### src/rtl/qsw_pkg.sv
package qsw_pkg;
  typedef enum logic [2:0] {
    OP_NONE     = 3'd0,
    OP_WAKE_WR  = 3'd1,
    OP_STAT_RD  = 3'd2,
    OP_OTHER_RD = 3'd3,
    OP_OTHER_WR = 3'd4,
    OP_BAD_SIZE = 3'd5
  } qsw_op_e;
endpackage

### src/rtl/qsw_decode.sv
module qsw_decode
  import qsw_pkg::*;
#(
  parameter int IDX_W     = 32,
  parameter int NUM_CORES = 4,
  parameter int SEL_POS   = 16,
  parameter int BYTES_W   = 4,
  parameter int ACC_BYTES = 8,
  parameter logic [IDX_W-1:0] WAKE_IDX = 32'h83c,
  parameter logic [IDX_W-1:0] STAT_IDX = 32'h82c
) (
  input  logic                 valid,
  input  logic                 write,
  input  logic [IDX_W-1:0]     index,
  input  logic [BYTES_W-1:0]   nbytes,
  output qsw_op_e              op,
  output logic [NUM_CORES-1:0] core_sel
);
  localparam int SEL_HI = IDX_W - 1 - SEL_POS;

  function automatic logic [IDX_W-1:0] sel_field_mask();
    logic [IDX_W-1:0] m;
    m = '0;
    for (int i = 0; i < NUM_CORES; i++) m[SEL_HI-i] = 1'b1;
    return m;
  endfunction

  function automatic logic [IDX_W-1:0] strip_sel(input logic [IDX_W-1:0] ix);
    return ix & ~sel_field_mask();
  endfunction

  logic [IDX_W-1:0] masked;
  logic             full_size;

  assign masked    = strip_sel(index);
  assign full_size = (nbytes == BYTES_W'(ACC_BYTES));

  for (genvar g = 0; g < NUM_CORES; g++) begin : g_sel
    assign core_sel[g] = index[SEL_HI-g];
  end

  always_comb begin
    op = OP_NONE;
    if (valid) begin
      if (!full_size)             op = OP_BAD_SIZE;
      else if (write)             op = (masked == WAKE_IDX) ? OP_WAKE_WR : OP_OTHER_WR;
      else                        op = (masked == STAT_IDX) ? OP_STAT_RD : OP_OTHER_RD;
    end
  end
endmodule

### src/rtl/qsw_wake_bank.sv
module qsw_wake_bank #(
  parameter int NUM_CORES = 4
) (
  input  logic                 clk,
  input  logic                 rst_n,
  input  logic                 wr_en,
  input  logic [NUM_CORES-1:0] sel,
  input  logic                 set_val,
  output logic [NUM_CORES-1:0] wake_q,
  output logic                 done_q
);
  always_ff @(posedge clk) begin
    if (!rst_n)     done_q <= 1'b0;
    else if (wr_en) done_q <= set_val;
  end

  for (genvar g = 0; g < NUM_CORES; g++) begin : g_core
    always_ff @(posedge clk) begin
      if (!rst_n)              wake_q[g] <= 1'b0;
      else if (wr_en && sel[g]) wake_q[g] <= set_val;
    end

    AST_UNSEL_HOLD: assert property (@(posedge clk) disable iff (!rst_n)
      (wr_en && !sel[g]) |=> $stable(wake_q[g]));
    AST_SEL_TAKE: assert property (@(posedge clk) disable iff (!rst_n)
      (wr_en && sel[g]) |=> (wake_q[g] == $past(set_val)));
  end

  AST_DONE_TAKE: assert property (@(posedge clk) disable iff (!rst_n)
    wr_en |=> (done_q == $past(set_val)));
  AST_IDLE_HOLD: assert property (@(posedge clk) disable iff (!rst_n)
    !wr_en |=> ($stable(done_q) && $stable(wake_q)));
endmodule

### src/rtl/qsw_resp.sv
module qsw_resp
  import qsw_pkg::*;
#(
  parameter int DATA_W   = 64,
  parameter int DONE_B0  = 1,
  parameter int DONE_B1  = 4
) (
  input  logic              clk,
  input  logic              rst_n,
  input  qsw_op_e           op,
  input  logic              is_read,
  input  logic              done,
  output logic              rvalid,
  output logic [DATA_W-1:0] rdata,
  output logic              unimp,
  output logic              size_err
);
  function automatic logic [DATA_W-1:0] status_word(input logic d);
    logic [DATA_W-1:0] w;
    w = '0;
    w[DATA_W-1-DONE_B0] = d;
    w[DATA_W-1-DONE_B1] = d;
    return w;
  endfunction

  logic              rd_req;
  logic [DATA_W-1:0] rd_next;

  assign rd_req  = (op == OP_STAT_RD) || (op == OP_OTHER_RD) ||
                   ((op == OP_BAD_SIZE) && is_read);
  assign rd_next = (op == OP_STAT_RD) ? status_word(done) : '1;

  always_ff @(posedge clk) begin
    if (!rst_n) begin
      rvalid   <= 1'b0;
      rdata    <= '0;
      unimp    <= 1'b0;
      size_err <= 1'b0;
    end else begin
      rvalid   <= rd_req;
      if (rd_req) rdata <= rd_next;
      unimp    <= (op == OP_OTHER_WR);
      size_err <= (op == OP_BAD_SIZE);
    end
  end

  AST_STAT_FORMAT: assert property (@(posedge clk) disable iff (!rst_n)
    (op == OP_STAT_RD) |=> (rvalid && (rdata == ($past(done) ? status_word(1'b1) : '0))));
  AST_OTHER_ONES: assert property (@(posedge clk) disable iff (!rst_n)
    (op == OP_OTHER_RD) |=> (rvalid && (&rdata)));
  AST_UNIMP_CAUSE: assert property (@(posedge clk) disable iff (!rst_n)
    unimp |-> ($past(op) == OP_OTHER_WR));
  AST_SIZE_EXCL: assert property (@(posedge clk) disable iff (!rst_n)
    size_err |-> !unimp);
endmodule

### src/rtl/qsw_wakeup_ctl.sv
module qsw_wakeup_ctl
  import qsw_pkg::*;
#(
  parameter int IDX_W     = 32,
  parameter int DATA_W    = 64,
  parameter int NUM_CORES = 4,
  parameter int SEL_POS   = 16,
  parameter int ACC_BYTES = 8,
  parameter logic [IDX_W-1:0] WAKE_IDX = 32'h83c,
  parameter logic [IDX_W-1:0] STAT_IDX = 32'h82c,
  localparam int BYTES_W  = $clog2(ACC_BYTES) + 1
) (
  input  logic                 clk,
  input  logic                 rst_n,
  input  logic                 req_valid,
  input  logic                 req_write,
  input  logic [IDX_W-1:0]     req_index,
  input  logic [BYTES_W-1:0]   req_bytes,
  input  logic [DATA_W-1:0]    req_wdata,
  output logic                 rsp_valid,
  output logic [DATA_W-1:0]    rsp_rdata,
  output logic [NUM_CORES-1:0] wake_req,
  output logic                 wake_done,
  output logic                 unimp_wr,
  output logic                 size_err
);
  qsw_op_e              dec_op;
  logic [NUM_CORES-1:0] dec_sel;
  logic                 wake_wr_ev;
  logic                 set_bit;

  qsw_decode #(
    .IDX_W(IDX_W), .NUM_CORES(NUM_CORES), .SEL_POS(SEL_POS),
    .BYTES_W(BYTES_W), .ACC_BYTES(ACC_BYTES),
    .WAKE_IDX(WAKE_IDX), .STAT_IDX(STAT_IDX)
  ) u_dec (
    .valid(req_valid), .write(req_write), .index(req_index),
    .nbytes(req_bytes), .op(dec_op), .core_sel(dec_sel)
  );

  assign wake_wr_ev = (dec_op == OP_WAKE_WR);
  assign set_bit    = req_wdata[DATA_W-1];

  qsw_wake_bank #(.NUM_CORES(NUM_CORES)) u_bank (
    .clk(clk), .rst_n(rst_n), .wr_en(wake_wr_ev), .sel(dec_sel),
    .set_val(set_bit), .wake_q(wake_req), .done_q(wake_done)
  );

  qsw_resp #(.DATA_W(DATA_W)) u_resp (
    .clk(clk), .rst_n(rst_n), .op(dec_op), .is_read(!req_write),
    .done(wake_done), .rvalid(rsp_valid), .rdata(rsp_rdata),
    .unimp(unimp_wr), .size_err(size_err)
  );

  AST_BADSIZE_NOWR: assert property (@(posedge clk) disable iff (!rst_n)
    (req_valid && req_bytes != BYTES_W'(ACC_BYTES)) |=> ($stable(wake_req) && $stable(wake_done)));
  AST_NIBBLE_IGNORED: assert property (@(posedge clk) disable iff (!rst_n)
    (req_valid && req_write && req_bytes == BYTES_W'(ACC_BYTES) &&
     ((req_index & ~32'h0000_F000) == WAKE_IDX)) |=> (wake_done == $past(req_wdata[DATA_W-1])));
endmodule

### config.mk
export PLATFORM = sky130hd
export DESIGN_NAME = qsw_wakeup_ctl
export DESIGN_NICKNAME = d
export VERILOG_FILES = /design/src/rtl/qsw_pkg.sv /design/src/rtl/qsw_decode.sv /design/src/rtl/qsw_wake_bank.sv /design/src/rtl/qsw_resp.sv /design/src/rtl/qsw_wakeup_ctl.sv
export SDC_FILE = /design/constraint.sdc
export NUM_CORES = 1
export LEC_CHECK = 0
export ABC_AREA = 1
export BUFFER_PORTS_ARGS = -buffer_cell sky130_fd_sc_hd__buf_2
export CELL_PAD_IN_SITES_DETAIL_PLACEMENT = 0
export CELL_PAD_IN_SITES_GLOBAL_PLACEMENT = 2
export CORE_UTILIZATION = 10
export CTS_BUF_LIST = sky130_fd_sc_hd__clkbuf_8
export DETAILED_ROUTE_END_ITERATION = 12
export HOLD_SLACK_MARGIN = 0.03
export PLACE_DENSITY_LB_ADDON = 0.08
export SETUP_SLACK_MARGIN = 0.3
export SYNTH_ARGS = -nofsm -noshare
export SYNTH_HDL_FRONTEND = slang
export SYNTH_SLANG_ARGS = --single-unit
### constraint.sdc
create_clock -name clk -period 1.75 [get_ports clk]
set_clock_uncertainty 0.05 [all_clocks]
set_input_delay 0.2625 -clock clk [delete_from_list [all_inputs] [get_ports clk]]
set_output_delay 0.2625 -clock clk [all_outputs]
set_load 0.005 [all_outputs]
# --- After elaboration in Yosys (flattened, before gate mapping) ---
# Cells that the tools add are included.
classes:
  eq_ne: 8
  reduce_logical: 8
  n_mux: 6
ops:
  columns: ["op", "n"]
  rows:
  - ["$mux 64", 1]
  - ["$eq 28x12->1 const B", 2]
  - ["$mux 3", 4]
  - ["$eq 3x2->1 const B", 2]
  - ["$eq 3x3->1 const B", 2]
  - ["$logic_and 1x1->1", 5]
  - ["$eq 4x4->1 const B", 1]
  - ["$eq 3x1->1 const B", 1]
  - ["$logic_or 1x1->1", 2]
  - ["$logic_not 1->1", 1]
  - ["$mux 1", 1]
totals:
  regBits: 72
  input_bits: 104

# --- Logic depth before layout (Yosys ltp) ---
# Gate-level depths: netlist (run 1).
depth:
  word_depth: 8
  ltp_mapped: 11
  depth_no_buf: 11

# --- Modules after synthesis ---
# A second synthesis (run 1) with hierarchy kept.
unflattened:
  hier_cells: 184
  hier_area_um2: 1178.6
by_module_without_submodules:
  columns: ["mod", "area_each_um2", "n_inst", "cells_each", "seq_area_each_um2"]
  rows:
  - ["qsw_resp", 660.6, 1, 89, 100.1]
  - ["qsw_decode", 299.0, 1, 64, 0.0]
  - ["qsw_wake_bank", 201.4, 1, 27, 100.1]
  - ["qsw_wakeup_ctl", 17.5, 1, 4, 0.0]

# --- Worst setup path after synthesis (run 1) ---
# OpenSTA, ideal clock, no wires.
synth_timing:
  kind: "register to output"
  start: "reg, netlist name u_resp.rdata[61]"
  end: "out rsp_rdata[10]"
  setup_slack_ns: -0.135
  arrival_ns: 1.573
  required_ns: 1.437
  stages_incl_launch_ff: 2
  cell_sequence: "dfxtp_1 > buf_4"
synth_lines:
  columns: ["item", "line", "text"]
  rows:
  - ["end, declared", "qsw_wakeup_ctl.sv:21", "output logic [DATA_W-1:0] rsp_rdata,"]

==> impl_results.md, run 1 <==
- Hold Startpoint: req_index[13]
- Synth-to-Final Area Change: 35.0%
- Pwr Total: 0.749 mW
- RSZ-0062 raised after global routing: yes
- P_sw: 0.202 mW
- PortBufs: 112
- CTS max path bufs: 2
- Die area: approximately 0.011 sq mm
- Max-slew violation count: 0
- CP required: around 1.4 ns
- CTS sink count: 10
- Int Power: 0.547 mW
- # DRC: 0
- Initial antenna violation count: 0
- Share of layout cells above drive strength 1: 61.2%
- Relative slew margins: between 80% and 90%
- DRT antenna net count: 0
- Inserted Clock Buffers: 3
- Status: finished clean
- Commonest non-fill, non-tap cells in the layout: buf_2 (112), nor2_1 (26), nand2_1 (21)
- Synthesized area: 0.00104 sq mm
- Endpoint class of the critical path: primary output
- Hold path depth: 4
- Final HPWL DP: 2330 um
- Gpl congestion: between 0.6 and 0.7
- Ports: 176
- Max VDD drop: about 0.00021 V
- Vias in the first global route: roughly 830
- CTS clk-pin slew, worst paths: 0.05 ns
- Core area: approximately 0.0099 sq mm
- Syn_nets: 256
- Post-CTS Hold Buffers: 0
- WL final: 2710 um
- Total gr overflow: 0
- P_leak: 0.816 nW
- R2r startpoint: u_resp.rdata[61]
- Hold Crit Class: primary input to flop
- # fillers: 1192
- Syn avg cell area: slightly below 7 sq um
- Combinational Power Share: 28.8%
- CP Max Fanout: 53
- Die height: 104 um
- RR Endpoint: u_resp.rdata[61]
- WHS Endpoint: u_bank.wake_q[2]
- Wire length per cell: 7.92 um
- Net Sw Frac: 27.0%
- R2R depth: 4
- Crit path DAT: 1.02 ns
- Via density: around 2.9
- Post-synthesis sequential area ratio: 19.3%
- R2R Setup Slk: roughly 0.96 ns
- DR iter-0 viols: 22
- Flop pwr share: 32.1%
- Largest net degree at the start of global routing: 54
- Placement Rows: 36
- Initial DRT Pass Iterations: 3
- Hold Slack: 0.229 ns
- CTS tree: built
- Least-Margin Pin Slew: 0.291 ns
- Die extent in x: between 100 and 150 um
- Worst skew pair latency: 0.24 ns
- Commonest non-fill, non-tap cell in the layout: buf_2
- First-pass GRT wire length: 4070 um
- FMAX: 749 MHz
- # setup viols final: 0
- Crit start category: flop
- Fin nets: 314
- WS Path Type: flop to primary output
- Synth Warn #: 0
- Hold Fails Final Rpt: 0
- Largest stage delay on the critical path: 0.43 ns
- Diode count: 0
- Synth unique cells: 17
- Clk pwr share: 39.1%
- Initial Utilization: 10.5%
- Tcrit/Tclk final: between 70% and 80%
- Number of max-cap violations: 0
- Via count: 982
- Max stage delay cell, worst path: dfxtp_2
- Crit-path cells: buf_12, buf_2
- Seq cells post-synth: 10
- H-tree Lvls: 1
- Root Driver: clkbuf_8
- Synth Instances: 152
- Pwr Density: 535 mW/mm^2
- Fin Setup TNS: 0 ns
- GRT Util Overall: 4.84%
- Fin crit period: around 1.3 ns
==> power groups by stage <==
stage | Clock, mW | Combinational [mW] | Sequential [mW]
after floorplan | 0 | 0.177 | 0.260
after global placement | 0 | 0.229 | 0.246
after detailed placement | 0 | 0.220 | 0.246
after CTS | 0.307 | 0.220 | 0.241
after global routing | 0.316 | 0.241 | 0.242
final | 0.293 | 0.216 | 0.240
==> kinds of logic after synthesis <==
kind of cell / synth area share (%)
compound gates: 4.83
simple gates: 26.5
buf+inv: 49.3
flops: 19.3
==> cell usage after synthesis, drive strengths merged <==
master	count	area share (%)
o21ai	4	1.9
nor2	30	12
and2	1	0.60
dfxtp	10	19
nor4	1	2.1
clkinv	1	0.48
inv	11	4.0
buf	62	45
nand2	22	8.0
nand4	2	2.7
nand3b	1	0.72
a21oi	6	2.9
nand3	1	0.48
==> area by class of cell <==
class	instances	area [sq um]	share of cell area, %
Timing Repair Buffer	115	596	42.5
Multi-Input combinational cell	68	335	24.0
Sequential cell	10	201	14.4
Tap cell	133	166	11.9
Clock buffer	4	55.1	3.93
Inverter	12	46.3	3.31
==> critical path, delay by kind of cell, from the launching register on <==
kind	cells	cell delay (ns)
buf+inv	2	0.35
flops	1	0.43
==> worst max-delay path by stage <==
stage	to	cells after the start	start	slack (ns)
finish	rsp_rdata[27]	2	u_resp.rdata[61]	0.41
global route	u_bank.wake_q[1]	11	req_index[9]	0.29
detailed placement	u_bank.wake_q[2]	11	req_index[27]	0.19
floorplan	rsp_rdata[10]	1	u_resp.rdata[61]	0.37
CTS	rsp_rdata[27]	2	u_resp.rdata[61]	0.37
global placement	u_bank.wake_q[2]	11	req_index[27]	0.18
==> metal layers <==
layer  vias up  share of wire (%)  GRT usage [%]
met5         -                  0              0
met2        58                 54           9.52
met3         2                8.5           1.70
met4         0               0.41          0.918
met1       405                 37           4.85
li1        517                  -              -
==> state kept, by name, summed over array words and instances, names as in the netlist <==
name	flops
u_bank.done_q	1
u_resp.rvalid	1
u_bank.wake_q	4
u_resp.unimp	1
u_resp.rdata	2
u_resp.size_err	1
==> repair_timing <==
action / in CTS / in global routing
resized for setup: 0 / 4
setup buffers: 0 / 1
setup endpoints to repair: 0 / 7
hold endpoints to repair: 0 / 0
==> metrics by stage <==
stage / util, % / setup WS [ns] / area (sq um) / cells
after detailed placement: 13.4 / 0.186 / 1330 / 337
final: 14.1 / 0.414 / 1400 / 342
after CTS: 14.0 / 0.372 / 1380 / 341
after floorplan: - / 0.373 / 1040 / 152
after global routing: 14.1 / 0.292 / 1400 / 342
after global placement: 13.4 / 0.180 / 1330 / 337
Power figures use the tool's default switching activity.
==> run 2, diff against run 1 <==
--- a/config.mk
+++ b/config.mk
@@ -9,7 +9,7 @@
 export BUFFER_PORTS_ARGS = -buffer_cell sky130_fd_sc_hd__buf_2
 export CELL_PAD_IN_SITES_DETAIL_PLACEMENT = 0
 export CELL_PAD_IN_SITES_GLOBAL_PLACEMENT = 2
-export CORE_UTILIZATION = 10
+export CORE_UTILIZATION = 11
 export CTS_BUF_LIST = sky130_fd_sc_hd__clkbuf_8
 export DETAILED_ROUTE_END_ITERATION = 12
 export HOLD_SLACK_MARGIN = 0.03
==> constraint.sdc (replaced) <==
create_clock -name clk -period 1.4 [get_ports clk]
set_clock_uncertainty 0.05 [all_clocks]
set_input_delay 0.21 -clock clk [delete_from_list [all_inputs] [get_ports clk]]
set_output_delay 0.21 -clock clk [all_outputs]
set_load 0.005 [all_outputs]
==> run 2 against run 1 <==
  * Combinational power increased by 120%
  * Cell area increased by 35%
  * Critical path depth unchanged
  * Final cell count decreased by 3.5%
  * Register-to-register slack got worse by 0.65 ns
  * Count of clock-buffer cells in the layout decreased by 1
  * Routed wire length increased by 23%
  * Sequential power increased by 26%
  * Global-route usage increased by 1.2 points
  * Core utilization increased by 6.4 points
  * Hold slack got worse by 0.055 ns
  * Worst setup slack got worse by 0.26 ns
  * Critical path type unchanged
==> impl_results.md, run 2 (synthesis gave the netlist of run 1 again) <==
- Status: finished clean (unchanged)
- Fin nets: 324 (was 314)
- Via density: 3.22 (was 2.87)
- Commonest non-fill, non-tap cells in the layout: buf_2 (63), buf_6 (54), nor2_1 (17) (was buf_2 (112), nor2_1 (26), nand2_1 (21))
- # DRC: 0 (unchanged)
- Max-slew violation count: 0 (unchanged)
- Post-Place Cell Area: 0.00131 sq mm (was 0.00133 sq mm)
- FMAX: 806 MHz
- Largest net degree at the start of global routing: 32 (was 54)
- Diode count: 0 (unchanged)
- Hold Fails Final Rpt: 0 (unchanged)
- Relative slew margins: 79.8% (was 80.4%)
- Initial antenna violation count: 0 (unchanged)
- H-tree Lvls: 1 (unchanged)
- Initial Utilization: 11.3% (was 10.5%)
- Max FFs per register: 4 (unchanged)
- Initial DRT Pass Iterations: 3 (unchanged)
- Endpoint class of the critical path: primary output (unchanged)
- WS Path Type: flop to primary output (unchanged)
- DRT antenna net count: 0 (unchanged)
- # fillers: 1025 (was 1192)
- Tcrit/Tclk final: 88.7%
- Net Sw Frac: 28.7% (was 27.0%)
- RSZ-0062 raised after global routing: yes (unchanged)
- Gpl congestion: 0.598 (was 0.609)
- DR iter-0 viols: 21 (was 22)
- Fin area: 0.00189 sq mm (was 0.00140 sq mm)
- CP Max Fanout: 8 (was 53)
- CTS max path bufs: 2 (unchanged)
- Wire length per cell: 10.1 um (was 7.92 um)
- Via count: 1063 (was 982)
- Total gr overflow: 0 (unchanged)
- Hold Slack: 0.174 ns (was 0.229 ns)
- PortBufs: 112 (unchanged)
- Crit path DAT: 0.98 ns (was 1.02 ns)
- Pwr Total: 1.09 mW (was 0.749 mW)
- Inserted Clock Buffers: 3 (unchanged)
- Fin crit period: 1.24 ns
- CP required: 1.14 ns (was 1.44 ns)
- # setup viols final: 0 (unchanged)
- WL final: 3320 um (was 2710 um)
- GRT Util Overall: 6.01% (was 4.84%)
- Die height: 99.1 um (was 104 um)
- Post-layout util: 20.6% (was 14.1%)
- CTS sink count: 10 (unchanged)
- Die area: 0.00982 sq mm (was 0.0108 sq mm)
- Flop pwr share: 27.8% (was 32.1%)
- Core area: 0.00920 sq mm (was 0.00991 sq mm)
- First-pass GRT wire length: 4580 um (was 4070 um)
- Number of max-cap violations: 0 (unchanged)
- Vias in the first global route: 932 (was 833)
- Synth-to-Final Area Change: 82.3% (was 35.0%)
- Least-Margin Pin Slew: 0.300 ns (was 0.291 ns)
- P_sw: 0.312 mW (was 0.202 mW)
- Root Driver: clkbuf_8 (unchanged)
- Int Power: 0.775 mW (was 0.547 mW)
- Final HPWL DP: 2210 um (was 2330 um)
- Pwr Density: 575 mW/mm^2 (was 535 mW/mm^2)
- Clk pwr share: 29.2% (was 39.1%)
- Combinational Power Share: 43.0% (was 28.8%)
- Placement Rows: 35 (was 36)
- Worst skew pair latency: 0.24 ns (about the same)
- Crit start category: flop (unchanged)
- Share of layout cells above drive strength 1: 70.3% (was 61.2%)
- P_leak: 0.963 nW (was 0.816 nW)
- CTS clk-pin slew, worst paths: 0.05 ns (about the same)
- Hold Crit Class: primary input to flop (unchanged)
- Largest regs: u_bank.wake_q (4), u_resp.rdata (2) (unchanged)
- Reg with most FFs: u_bank.wake_q (unchanged)
- Max VDD drop: 0.000267 V (was 0.000208 V)
- Post-CTS Hold Buffers: 0 (unchanged)
- Ports: 176 (unchanged)
- Die extent in x: 99.1 um (was 104 um)
- CTS tree: built (unchanged)
- Commonest non-fill, non-tap cell in the layout: buf_2 (unchanged)
run 2: final cells by class:
| class | instances | area, sq um | area share, % |
|---|---|---|---|
| clock buffer | 3 | 41.3 | 2.18 |
| tap | 111 | 139 | 7.35 |
| multi-input combinational | 68 | 418 | 22.1 |
| inverter | 12 | 46.3 | 2.45 |
| clock inverter | 1 | 3.75 | 0.199 |
| sequential | 10 | 204 | 10.8 |
| timing repair buffer | 125 | 1040 | 54.9 |
run 2: power by group through the flow:
stage / clock, mW / sequential, mW / combinational (mW)
final: 0.317 / 0.303 / 0.468
after global routing: 0.350 / 0.304 / 0.509
after CTS: 0.338 / 0.299 / 0.355
after detailed placement: 0 / 0.323 / 0.257
after global placement: 0 / 0.324 / 0.268
after floorplan: 0 / 0.324 / 0.221
run 2: repair_timing:
item | 4_1_cts | 5_1_grt
setup endpoints to repair | 71 | 71
setup buffers | 4 | 3
resized for setup | 31 | 48
gates cloned | 1 | 3
hold endpoints to repair | 0 | 0
pin swaps | 16 | 25
run 2: worst max-delay path: stages, from the launching register on:
cell and delay (ns):
dfxtp_4 0.45, clkbuf_16 0.19, buf_2 0.11
run 2: routing by layer:
metal,GRT usage [%],wire length (um),up-vias,part of all wire [%]
met3,2.53,331,0,10
met1,7.00,1340,450,40
met2,10.6,1650,77,50
met4,0.679,0,0,0
li1,-,-,536,-
met5,0,0,-,0
run 2: worst paths after layout:
path / endpoint / startpoint / slack (ns) / cells past startpoint
worst max-delay path: rsp_rdata[48] / u_resp.rdata[61] / 0.16 / 2
worst min-delay path: u_bank.wake_q[2] / req_index[13] / 0.17 / 4
worst max register to register: u_resp.rdata[61] / u_resp.rdata[61] / 0.31 / 6
worst min register to register: u_bank.wake_q[2] / u_bank.wake_q[2] / 0.43 / 2
run 2: per-stage QoR:
| stage | setup slack [ns] | instances | setup TNS, ns |
|---|---|---|---|
| finish | 0.159 | 330 | 0 |
| global route | 0.109 | 330 | 0 |
| CTS | 0.167 | 324 | 0 |
| detailed placement | -0.111 | 315 | -0.655 |
| global placement | -0.0985 | 315 | -0.583 |
| floorplan | 0.217 | 152 | 0 |
==> run 3, diff against run 2 <==
--- a/config.mk
+++ b/config.mk
@@ -13,7 +13,7 @@
 export CTS_BUF_LIST = sky130_fd_sc_hd__clkbuf_8
 export DETAILED_ROUTE_END_ITERATION = 12
 export HOLD_SLACK_MARGIN = 0.03
-export PLACE_DENSITY_LB_ADDON = 0.08
+export PLACE_DENSITY = 0.85
 export SETUP_SLACK_MARGIN = 0.3
 export SYNTH_ARGS = -nofsm -noshare
 export SYNTH_HDL_FRONTEND = slang
==> run 3 against run 2 <==
  * Hold slack gained 0.0094 ns
  * Sequential share of layout area grew 0.69 points
  * Count of clock-buffer cells in the layout is the same
  * Non-clock buffer count shrank 2
  * Routed wire length shrank 16%
  * Largest cell class unchanged
  * Via count grew 2.0%
  * Fmax grew 1.4%
  * Total power shrank 5.8%
  * Cell area shrank 6.0%
  * Sequential power is essentially flat
  * Final cell count shrank 0.61%
==> impl_results.md, run 3 (synthesis gave the netlist of run 1 again) <==
- # fillers: 998 (was 1025)
- RSZ-0062 raised after global routing: yes (unchanged)
- Commonest non-fill, non-tap cell in the layout: buf_2 (unchanged)
- Max FFs per register: 4 (unchanged)
- Relative slew margins: 77.2% (was 79.8%)
- Least-Margin Pin Slew: 0.339 ns (was 0.300 ns)
- GRT Util Overall: 4.99% (was 6.01%)
- Die area: 0.00982 sq mm (unchanged)
- Crit start category: flop (unchanged)
- R2r startpoint: u_resp.rdata[61] (unchanged)
- Fin crit period: 1.22 ns (was 1.24 ns)
- Multi-input logic area: 393 sq um (was 418 sq um)
- Vias in the first global route: 880 (was 932)
- RR Endpoint: u_resp.rdata[61] (unchanged)
- CTS clk-pin slew, worst paths: 0.05 ns (about the same)
- Crit path DAT: 0.96 ns (was 0.98 ns)
- Synth-to-Final Area Change: 71.3% (was 82.3%)
- Die extent in x: 99.1 um (unchanged)
- Diode count: 0 (unchanged)
- CTS tree: built (unchanged)
- CTS sink count: 10 (unchanged)
- CP required: 1.14 ns (about the same)
- R2R depth: 6 (unchanged)
- # setup viols final: 0 (unchanged)
- P_leak: 0.931 nW (was 0.963 nW)
- Final setup margin: 0.175 ns (was 0.159 ns)
- Post-Place Setup Slack: -0.0737 ns (was -0.111 ns)
- Initial Utilization: 11.3% (unchanged)
- Gpl congestion: 0.619 (was 0.598)
- Endpoint class of the critical path: primary output (unchanged)
- Ports: 176 (unchanged)
- Placement Rows: 35 (unchanged)
- Launch point of the worst path: u_resp.rdata[61] (unchanged)
- Total gr overflow: 0 (unchanged)
- Hold Crit Class: primary input to flop (unchanged)
- Share of layout cells above drive strength 1: 68.2% (was 70.3%)
- DR iter-0 viols: 11 (was 21)
- Largest regs: u_bank.wake_q (4), u_resp.rdata (2) (unchanged)
- DRT antenna net count: 0 (unchanged)
- Via density: 3.30 (was 3.22)
- Reg with most FFs: u_bank.wake_q (unchanged)
- Final HPWL DP: 1850 um (was 2210 um)
- Worst skew pair latency: 0.23 ns (was 0.24 ns)
- Die height: 99.1 um (unchanged)
- CTS max path bufs: 2 (unchanged)
- Root Driver: clkbuf_8 (unchanged)
- H-tree Lvls: 1 (unchanged)
- Via count: 1084 (was 1063)
- Critical Path End: rsp_rdata[34] (was rsp_rdata[48])
- Pwr Density: 577 mW/mm^2 (was 575 mW/mm^2)
- Core area: 0.00920 sq mm (unchanged)
- WL final: 2800 um (was 3320 um)
- Hold Slack: 0.183 ns (was 0.174 ns)
- Inserted Clock Buffers: 3 (unchanged)
- Commonest non-fill, non-tap cells in the layout: buf_2 (75), buf_6 (37), nand2_1 (19) (was buf_2 (63), buf_6 (54), nor2_1 (17))
- Status: finished clean (unchanged)
- First-pass GRT wire length: 3840 um (was 4580 um)
- Number of max-cap violations: 0 (unchanged)
- Initial antenna violation count: 0 (unchanged)
- Hold Fails Final Rpt: 0 (unchanged)
- Fin nets: 322 (was 324)
- CP Max Fanout: 8 (unchanged)
- PortBufs: 112 (unchanged)
- Wire length per cell: 8.53 um (was 10.1 um)
- Post-CTS Hold Buffers: 0 (unchanged)
- Area taken by flip-flops and latches: 204 sq um (unchanged)
- Max VDD drop: 0.000363 V (was 0.000267 V)
- Tcrit/Tclk final: 87.5% (was 88.7%)
- R2R Setup Slk: 0.31 ns (about the same)
- Max-slew violation count: 0 (unchanged)
- # DRC: 0 (unchanged)
- FMAX: 817 MHz (was 806 MHz)
- WS Path Type: flop to primary output (unchanged)
- Largest net degree at the start of global routing: 32 (unchanged)
- Initial DRT Pass Iterations: 6 (was 3)
[run 3: changes by cell type in the layout (fill, tap and decap cells not counted)]
cell / before / now
nor2_2: 3 / 5
buf_8: 1 / 2
buf_4: 4 / 5
nor2_4: 10 / 7
buf_6: 54 / 37
nand2_1: 16 / 19
nand2_2: 6 / 3
nor2_1: 17 / 18
buf_12: 1 / 2
buf_2: 63 / 75
[run 3: area by class of cell]
type / instances / area share [%]
clock buffer: 3 / 2.32
clock inverter: 1 / 0.211
inverter: 12 / 2.61
multi-input combinational: 68 / 22.1
sequential: 10 / 11.5
tap: 111 / 7.82
timing repair buffer: 123 / 53.5
[run 3: how the worst min path moves through the flow]
stage / startpoint / end / slack (ns) / cells after the start
floorplan: rst_n / u_bank.wake_q[1] / 0.28 / 2
global placement: u_bank.wake_q[3] / u_bank.wake_q[3] / 0.41 / 2
detailed placement: u_bank.wake_q[3] / u_bank.wake_q[3] / 0.42 / 2
CTS: req_index[12] / u_bank.wake_q[3] / 0.17 / 3
global route: req_index[13] / u_bank.wake_q[2] / 0.20 / 4
finish: req_index[13] / u_bank.wake_q[2] / 0.18 / 4
[run 3: metrics by stage]
stage	setup TNS (ns)	cells	total power, mW	area (sq um)	util (%)
global route	0	328	1.09	1780	19.3
floorplan	0	152	0.545	1060	-
global placement	-0.277	315	0.573	1310	14.2
finish	0	328	1.02	1780	19.3
detailed placement	-0.290	315	0.574	1310	14.2
CTS	0	323	0.919	1470	15.9
[run 3: repair_timing]
| action | 4_1_cts | 5_1_grt |
|---|---|---|
| endpoints found under the hold margin | 0 | 0 |
| gates resized for setup | 15 | 42 |
| cloned | 0 | 3 |
| pin swaps | 15 | 14 |
| buffers inserted | 4 | 2 |
| endpoints found under the setup margin | 71 | 71 |
[run 3: report_power, final]
group / switching [mW] / total, mW / internal (mW) / leakage [nW]
clock network: 0.102 / 0.293 / 0.191 / 0.0269
registers: 0.0110 / 0.303 / 0.292 / 0.0821
logic: 0.164 / 0.429 / 0.264 / 0.822
total: 0.277 / 1.02 / 0.748 / 0.931
[run 3: worst max-delay path, stage by stage, from the launching register on]
cell       delay (ns)
dfxtp_4          0.44
clkbuf_16        0.19
buf_6            0.09
[run 3: metal layers]
| metal | global-route usage (%) | up-vias | share of wire (%) |
|---|---|---|---|
| li1 | - | 531 | - |
| met1 | 5.35 | 468 | 39 |
| met2 | 9.47 | 85 | 50 |
| met3 | 2.11 | 0 | 11 |
| met4 | 0.339 | 0 | 0 |
| met5 | 0 | - | 0 |
